<file path="src/rtl/ctr_pkg.sv">
package ctr_pkg;

  // Operation chosen for the next rising edge (reset handled separately).
  typedef enum logic [1:0] {
    OP_HOLD = 2'd0,
    OP_LOAD = 2'd1,
    OP_INC  = 2'd2,
    OP_DEC  = 2'd3
  } ctr_op_t;

endpackage

</file>
<file path="src/rtl/ctr_mode_sel.sv">
module ctr_mode_sel
  import ctr_pkg::*;
(
  input  logic    load_n,
  input  logic    en_par_n,
  input  logic    en_trk_n,
  input  logic    dir_up,
  output ctr_op_t op
);

  logic cnt_ok;

  // Both active-low enables must be asserted for a count step.
  assign cnt_ok = ~en_par_n & ~en_trk_n;

  always_comb begin
    if (!load_n) begin
      op = OP_LOAD;          // load ignores both enables
    end else if (cnt_ok) begin
      op = dir_up ? OP_INC : OP_DEC;
    end else begin
      op = OP_HOLD;
    end
  end

endmodule

</file>
<file path="src/rtl/ctr_next_val.sv">
module ctr_next_val
  import ctr_pkg::*;
#(
  parameter int W = 4
) (
  input  ctr_op_t      op,
  input  logic [W-1:0] cur,
  input  logic [W-1:0] din,
  output logic [W-1:0] nxt
);

  localparam logic [W-1:0] ONE = W'(1);

  always_comb begin
    unique case (op)
      OP_LOAD: nxt = din;
      OP_INC:  nxt = cur + ONE;   // natural wrap modulo 2^W
      OP_DEC:  nxt = cur - ONE;
      default: nxt = cur;
    endcase
  end

endmodule

</file>
<file path="src/rtl/ctr_term_dec.sv">
module ctr_term_dec #(
  parameter int W = 4
) (
  input  logic [W-1:0] cur,
  input  logic         dir_up,
  input  logic         en_trk_n,
  output logic         tc_n
);

  localparam logic [W-1:0] TOP_VAL = {W{1'b1}};
  localparam logic [W-1:0] BOT_VAL = '0;

  logic at_end;

  // Last value in the current direction.
  assign at_end = dir_up ? (cur == TOP_VAL) : (cur == BOT_VAL);
  assign tc_n   = ~(at_end & ~en_trk_n);

endmodule

</file>
<file path="src/rtl/ctr_updown_stage.sv">
module ctr_updown_stage
  import ctr_pkg::*;
#(
  parameter int W = 4
) (
  input  logic         clk,
  input  logic         rst,
  input  logic         dir_up,
  input  logic         load_n,
  input  logic         en_par_n,
  input  logic         en_trk_n,
  input  logic [W-1:0] din,
  output logic [W-1:0] count,
  output logic         tc_n
);

  ctr_op_t      op;
  logic [W-1:0] cnt_q;
  logic [W-1:0] cnt_d;

  ctr_mode_sel u_mode (
    .load_n   (load_n),
    .en_par_n (en_par_n),
    .en_trk_n (en_trk_n),
    .dir_up   (dir_up),
    .op       (op)
  );

  ctr_next_val #(.W(W)) u_next (
    .op  (op),
    .cur (cnt_q),
    .din (din),
    .nxt (cnt_d)
  );

  always_ff @(posedge clk) begin
    if (rst) begin
      cnt_q <= '0;
    end else begin
      cnt_q <= cnt_d;
    end
  end

  ctr_term_dec #(.W(W)) u_term (
    .cur      (cnt_q),
    .dir_up   (dir_up),
    .en_trk_n (en_trk_n),
    .tc_n     (tc_n)
  );

  assign count = cnt_q;

endmodule

</file>
<file path="config.mk">
export PLATFORM = sky130hd
export DESIGN_NAME = ctr_updown_stage
export DESIGN_NICKNAME = d
export VERILOG_FILES = /design/src/rtl/ctr_pkg.sv /design/src/rtl/ctr_mode_sel.sv /design/src/rtl/ctr_next_val.sv /design/src/rtl/ctr_term_dec.sv /design/src/rtl/ctr_updown_stage.sv
export SDC_FILE = /design/constraint.sdc
export NUM_CORES = 1
export LEC_CHECK = 0
export ABC_AREA = 1
export BUFFER_PORTS_ARGS = -buffer_cell sky130_fd_sc_hd__buf_4
export CAP_MARGIN = 20
export CORE_AREA = 2 2 39 41
export CTS_CLUSTER_DIAMETER = 100
export DETAILED_ROUTE_END_ITERATION = 12
export DIE_AREA = 0 0 41 43
export MAX_ROUTING_LAYER = met4
export SYNTH_ARGS = -nofsm -noshare
export SYNTH_HDL_FRONTEND = slang
export SYNTH_SLANG_ARGS = --single-unit
</file>
<file path="constraint.sdc">
create_clock -name clk -period 3.45 [get_ports clk]
set_input_delay 0.345 -clock clk [delete_from_list [all_inputs] [get_ports clk]]
set_output_delay 0.345 -clock clk [all_outputs]
set_load 0.02 [all_outputs]
</file>
Word-level counts from Yosys, hierarchy flattened --
Index checks and enable logic that the tools add are counted.
Word-level totals: input bits 10, logic and storage cells 19, bits in registers 4, output and inout port bits 5
Operators by class: equal/unequal tests 4, reduce and logical (&&, ||, !) cells 2, bitwise gates (word level) 5, mux-type cells 5, add/subtract/negate cells 2
Operators by type and width (count):
- 4-bit case mux with 3 select lines | 1
- 4-bit by 1-bit adder with 4-bit output (second input constant) | 1
- 2-bit == test (second input constant) | 2
- 4-bit == test (second input constant) | 1
- 4-bit logical NOT | 1
- 2-bit 2-to-1 mux | 2
- 4-bit by 1-bit subtractor with 4-bit output (second input constant) | 1
- 1-bit inverter | 3
- 3-bit nonzero test | 1
- 1-bit bitwise AND | 2
- 2-bit by 1-bit == test with 1-bit output (second input constant) | 1
- 1-bit 2-to-1 mux | 2

Depth between registers and ports, before layout --
Gate-level depths: netlist (run 1).
word-level depth 6, gate-level depth with buffers 13

Cells and area by module --
Synthesis (run 1) repeated with hierarchy kept, for this count alone.
Second synthesis, totals: cells, all modules 71, area, all modules 402.9 um^2
Modules (own cells, without submodules):
- ctr_next_val | area each 219.0 um^2, seq. area each 0.0 um^2, instances 1, cells an instance 42
- ctr_updown_stage | area each 110.1 um^2, seq. area each 80.1 um^2, instances 1, cells an instance 12
- ctr_term_dec | area each 46.3 um^2, seq. area each 0.0 um^2, instances 1, cells an instance 12
- ctr_mode_sel | area each 27.5 um^2, seq. area each 0.0 um^2, instances 1, cells an instance 5

Worst setup path after synthesis (run 1) --
Ideal clock, no wire load.
path type input to register, from input port load_n, to register cnt_q[1], in the netlist count[1], buffers on the path 1, data required time 3335 ps, arrival time 1250 ps, stages on the path 9, path slack 2084 ps, cells stage by stage buf_4 -> nand3_2 -> nand2_1 -> nand2_1 -> inv_1 -> ha_1 -> o2bb2ai_1 -> o21ai_0 -> inv_1
Between the ends: cells in the longest elaborated chain, start to end 3, elaborated cells between the ends (all ways) 6
RTL lines:
- start, declared | line ctr_updown_stage.sv:9 | input logic load_n,
- 2-bit 2-to-1 mux * | line ctr_mode_sel.sv:17 | if (!load_n) begin
- 2-bit == test or 2-bit by 1-bit == test with 1-bit output (tied branches) | line ctr_next_val.sv:15 | unique case (op)
- 4-bit case mux with 3 select lines or 3-bit nonzero test (tied branches)
- end signal, assigned | line ctr_updown_stage.sv:40 | cnt_q <= cnt_d;
- end, declared | line ctr_updown_stage.sv:18 | logic [W-1:0] cnt_q;
Mark *: on every way between the ends. The rest lies on a longest branch, timed or not. A chain may end at the register's enable or synchronous reset.

Worst setup path after layout (run 1) --
from register cnt_q[1], in the netlist count[1], to output port tc_n
Between the ends: cells in the longest elaborated chain, start to end 4, elaborated cells between the ends (all ways) 5
RTL lines:
- 4-bit == test or 4-bit logical NOT (tied branches) | line ctr_term_dec.sv:16 | assign at_end = dir_up ? (cur == TOP_VAL) : (cur == BOT_VAL);
- 1-bit 2-to-1 mux * | line ctr_term_dec.sv:16
- 1-bit bitwise AND * | line ctr_term_dec.sv:17 | assign tc_n = ~(at_end & ~en_trk_n);
- 1-bit inverter * | line ctr_term_dec.sv:17
- end, declared | line ctr_updown_stage.sv:14 | output logic tc_n
Marked as above.

==> results of run 1 <==
stage by stage:
stage	instance area (um2)	instances	power, mW	setup WS, ps	hold slack (ps)
finish	511.7	97	0.1558	1892	294.8
global route	511.7	97	0.1705	1799	288.7
global placement	489.2	94	0.09935	1879	529.4
CTS	511.7	97	0.1607	1878	279.1
floorplan	371.6	65	0.08034	2084	407.4
detailed placement	489.2	94	0.09933	1894	531.4
where the power goes:
part	switching (mW)	internal, mW
logic	0.0254	0.0205
registers	0.00353	0.0496
clock network	0.0179	0.0388
final cells by class:
| cell class | count | area (um2) | area share |
|---|---|---|---|
| multi-input cells | 40 | 209.0 | 0.4083 |
| clock buffers | 3 | 22.52 | 0.04401 |
| flip-flops and latches | 4 | 80.08 | 0.1565 |
| inverters | 20 | 75.07 | 0.1467 |
| repair buffers | 14 | 105.1 | 0.2054 |
| well taps | 16 | 20.02 | 0.03912 |
Yosys cell counts:
cell	n	area, um2
o2bb2ai_1	1	8.760
nand4_1	2	12.51
nor2_1	2	7.510
nand2_1	19	71.32
a21oi_1	2	10.01
o21ai_1	1	5.000
o221ai_1	1	8.760
inv_1	20	75.07
o22ai_1	2	12.51
o21ai_0	3	15.01
buf_4	1	7.510
dfxtp_1	4	80.08
nor2_4	1	11.26
ha_1	1	12.51
a21oi_2	1	8.760
nand3_2	1	10.01
nand3_1	3	15.01
critical path, cell delays in order, from the launching register on:
cell     delay [ps]
dfxtp_1         370
inv_1           100
nor2_1          160
nand2_1          60
o21ai_0          70
nand2_1          60
buf_4           150
kinds of logic after synthesis:
family                   synth area share
buffers and inverters              0.2222
AND/OR/NAND/NOR                    0.3434
AO/OA/AOI/OAI                      0.1852
adder cells (fa/ha/maj)           0.03366
flip-flops                         0.2155
metal layers:
layer | vias up | track usage | routed length [um]
met5 | - | - | 0
met4 | 0 | 0.08000 | 0
met3 | 0 | 0 | 60
met2 | 15 | 0.1750 | 383
met1 | 186 | 0.1821 | 454
li1 | 233 | - | -
worst paths after layout:
path	start	end	slack (ps)
max	count[1]$_SDFFE_PP0P_	tc_n	1890
min	rst	count[3]$_SDFFE_PP0P_	290
max reg2reg	count[1]$_SDFFE_PP0P_	count[1]$_SDFFE_PP0P_	2100
min reg2reg	count[3]$_SDFFE_PP0P_	count[3]$_SDFFE_PP0P_	640
==> flow_summary_export.csv, run 1 <==
group,metric,value,unit
setup_path,end_kind,"primary output",
setup_path,required,3110,ps
final_layout,antenna_cells,0,
final_layout,largest_register_ffs,4,
die,die_x,41,um
detailed_routing,routedWlPerCell,9.258,um
timing,clock_skew,0.7326,ps
final_layout,utilization,0.3698,
die,die_y,43,um
detailed_routing,ant_nets,0,
timing,drv_slew,0,
flow_run,drv_cap,0,
timing,fmax,0.6418,GHz
die,dieArea,1763,um2
logic_synthesis,synth.avg_cell_area,5.717,um2
logic_synthesis,synth.distinct_cells,17,
clock_tree,cts-buffers-inserted,3,
detailed_routing,wirelength,898,um
global_routing,antenna_found_initial,0,
detailed_routing,drtIter0Drc,12,
logic_synthesis,ys_seq_area_frac,0.2155,
global_routing,gr-usage-all-layers,0.1283,
setup_path,cp.arrival,1210,ps
power,power_density,304.4,nW/um2
setup_path,crit_fanout,4,
clock_tree,ctsResizeCount,0,
placed_design,port_buffers,14,
clock_tree,htree_levels,1,
global_routing,grt_pass1_wl,1545,um
power,peakVddDrop,0.0001665,V
clock_tree,cts_tree,"built",
global_routing,grt_max_degree,10,
timing,fin_crit,1558,ps
timing,worst_pin_slew,513.7,ps
timing,finalSetupViolations,0,
detailed_routing,viasPerCell,4.474,
global_routing,grt_pass1_vias,406,
outcome,status,"finished clean",
die,initial_core_util,0.2685,
clock_tree,root_buffer,"clkbuf_4",
logic_synthesis,synth_nets,76,
timing,tns,0,ps
logic_synthesis,ys_seq_elements,4,
final_layout,drive_gt1_frac,0.2469,
logic_synthesis,yosys_warnings,0,
detailed_routing,vias,434,
clock_tree,cts_hold_buf,0,
final_layout,final_cell_mix,"inv_1 (20), nand2_1 (19), buf_4 (14)",
die,core-area,1384,um2
setup_path,worstRegToRegCells,7,
final_layout,final_common_cell,"inv_1",
logic_synthesis,syn_area,371.6,um2
clock_tree,clk_pin_slew,40,ps
placed_design,hpwl,692.5,um
clock_tree,clock_latency,230,ps
setup_path,path_class,"reg -> out",
final_layout,area_growth,37.71,%
clock_tree,clockBufferDepth,2,
clock_tree,cts_setup_buffers,0,
power,p_leak,0.2964,nW
detailed_routing,dr.pass1.iters,4,
worst_hold_path,hold_path_depth,2,
final_layout,fin_nets,94,
timing,slew_headroom,0.6539,
timing,rsz0062_at_grt,"no",
detailed_routing,drc,0,
final_layout,fill_cells,153,
die,rows,14,
timing,hold_viol,0,
die,ios,15,
clock_tree,clkSinkCount,4,
timing,period_share,0.4517,
setup_path,crit_path_start_kind,"flip-flop",
worst_hold_path,min_path_type,"in -> reg",
global_routing,grt.overflow.total,0,
placed_design,gp_congestion,0.8070,
logic_synthesis,synthCells,65,
Note: power is estimated with default switching activity, not from simulation.
==> run 2: changes to the inputs <==
clock period = 1.3 ns   (was 3.45 ns; I/O delays follow)
==> run 2 against run 1 <==
  * Clock skew up 3.2 ps
  * Die area unchanged
  * First-iteration DRC count fell by 33%
  * Power rose to 2.9 times the previous value
==> flow_summary_export.csv, run 2 (synthesis results as in run 1) <==
group,metric,value,unit
clock_tree,htree_levels,1,
detailed_routing,drc,0,
detailed_routing,vias,452,
power,peakVddDrop,0.0003755,V
detailed_routing,ant_nets,0,
worst_hold_path,hp-start,"rst",
global_routing,grt.overflow.total,0,
clock_tree,clk_pin_slew,40,ps
final_layout,antenna_cells,0,
placed_design,dpl.cell_count,100,
final_layout,utilization,0.4430,
placed_design,port_buffers,14,
die,core-area,1384,um2
die,dieArea,1763,um2
global_routing,grt_pass1_vias,407,
final_layout,final_cell_mix,"buf_4 (20), inv_1 (19), nand2_1 (19)",
power,p_leak,0.3425,nW
placed_design,place_area,535.5,um2
final_layout,drive_gt1_frac,0.4157,
timing,slew_headroom,0.8858,
clock_tree,clock_latency,230,ps
placed_design,gp_congestion,0.7951,
setup_path,end_kind,"primary output",
detailed_routing,dr.pass1.iters,4,
timing,whs,81.07,ps
die,rows,14,
power,finalPower,0.4497,mW
die,die_y,43,um
clock_tree,cts_tree,"built",
global_routing,gr-usage-all-layers,0.1305,
global_routing,grt_pass1_wl,1600,um
detailed_routing,routedWlPerCell,8.914,um
timing,tns,0,ps
placed_design,pre_cts_ws,8.854,ps
global_routing,antenna_found_initial,0,
timing,drv_slew,0,
final_layout,fin_cells,105,
detailed_routing,drtIter0Drc,8,
detailed_routing,wirelength,936,um
clock_tree,root_buffer,"clkbuf_4",
die,die_x,41,um
timing,hold_viol,0,
worst_hold_path,min_path_type,"in -> reg",
clock_tree,clockBufferDepth,2,
timing,rsz0062_at_grt,"yes",
final_layout,fin_nets,102,
setup_path,crit_path_start_kind,"flip-flop",
setup_path,crit_path_start,"count[1]$_SDFFE_PP0P_",
global_routing,grt_max_degree,10,
timing,clock_skew,3.949,ps
timing,period_share,0.9793,
setup_path,required,1170,ps
timing,setup_ws,26.86,ps
setup_path,cp.arrival,1140,ps
timing,fin_crit,1273,ps
final_layout,postLayoutCellArea,613.1,um2
timing,worst_pin_slew,171.1,ps
setup_path,path_class,"reg -> out",
placed_design,hpwl,718.6,um
detailed_routing,viasPerCell,4.305,
clock_tree,cts-buffers-inserted,3,
power,power_density,733.5,nW/um2
clock_tree,cts_hold_buf,0,
clock_tree,clkSinkCount,4,
setup_path,crit_fanout,3,
timing,fmax,0.7855,GHz
final_layout,final_common_cell,"buf_4",
outcome,status,"finished clean",
timing,finalSetupViolations,0,
die,ios,15,
die,initial_core_util,0.2685,
final_layout,largest_register_ffs,4,
setup_path,timing.rr.start,"count[1]$_SDFFE_PP0P_",
flow_run,drv_cap,0,
final_layout,area_growth,64.98,%
## run 2: cell count changes in the layout (fill, tap and decap cells not counted), sizes merged
cell  previous run  this run
buf             14        22
## run 2: path summary, 6_finish.rpt
check                          endpoint  slack [ps]  cells after the start
setup / recovery                   tc_n          30                      6
hold / removal    count[3]$_SDFFE_PP0P_          80                      2
setup reg to reg  count[2]$_SDFFE_PP0P_          80                     11
hold reg to reg   count[3]$_SDFFE_PP0P_         650                      4
## run 2: repair_timing
item,in CTS,in global routing
gates cloned,0,0
endpoints found under the hold margin,0,0
endpoints found under the setup margin,1,3
pin swaps,0,6
resized for setup,6,8
setup buffers,0,2
## run 2: critical path: stages (launching register included)
cell and delay, ps:
dfxtp_2 320, inv_2 60, buf_6 110, nand3_4 90, o21ai_2 130, nand2_1 70
buf_6 130
## run 2: metal layers
metal	wire [um]	up-vias	part of all wire	GRT usage
li1	-	249	-	-
met4	0	0	0	0.06000
met3	40	0	0.043	0
met2	458	12	0.49	0.1844
met5	0	-	0	-
met1	437	191	0.47	0.1891
## run 2: cell type report
type	instances	area, um2
fillers	144	770.7
inverters	20	75.07
well taps	16	20.02
clock buffers	3	22.52
multi-input cells	40	239.0
repair buffers	22	172.7
flip-flops and latches	4	83.83
## run 2: power by group
group	leakage, nW	internal [mW]	switching [mW]
logic	0.295	0.0794	0.0802
registers	0.0341	0.133	0.00909
clock network	0.0138	0.103	0.0451
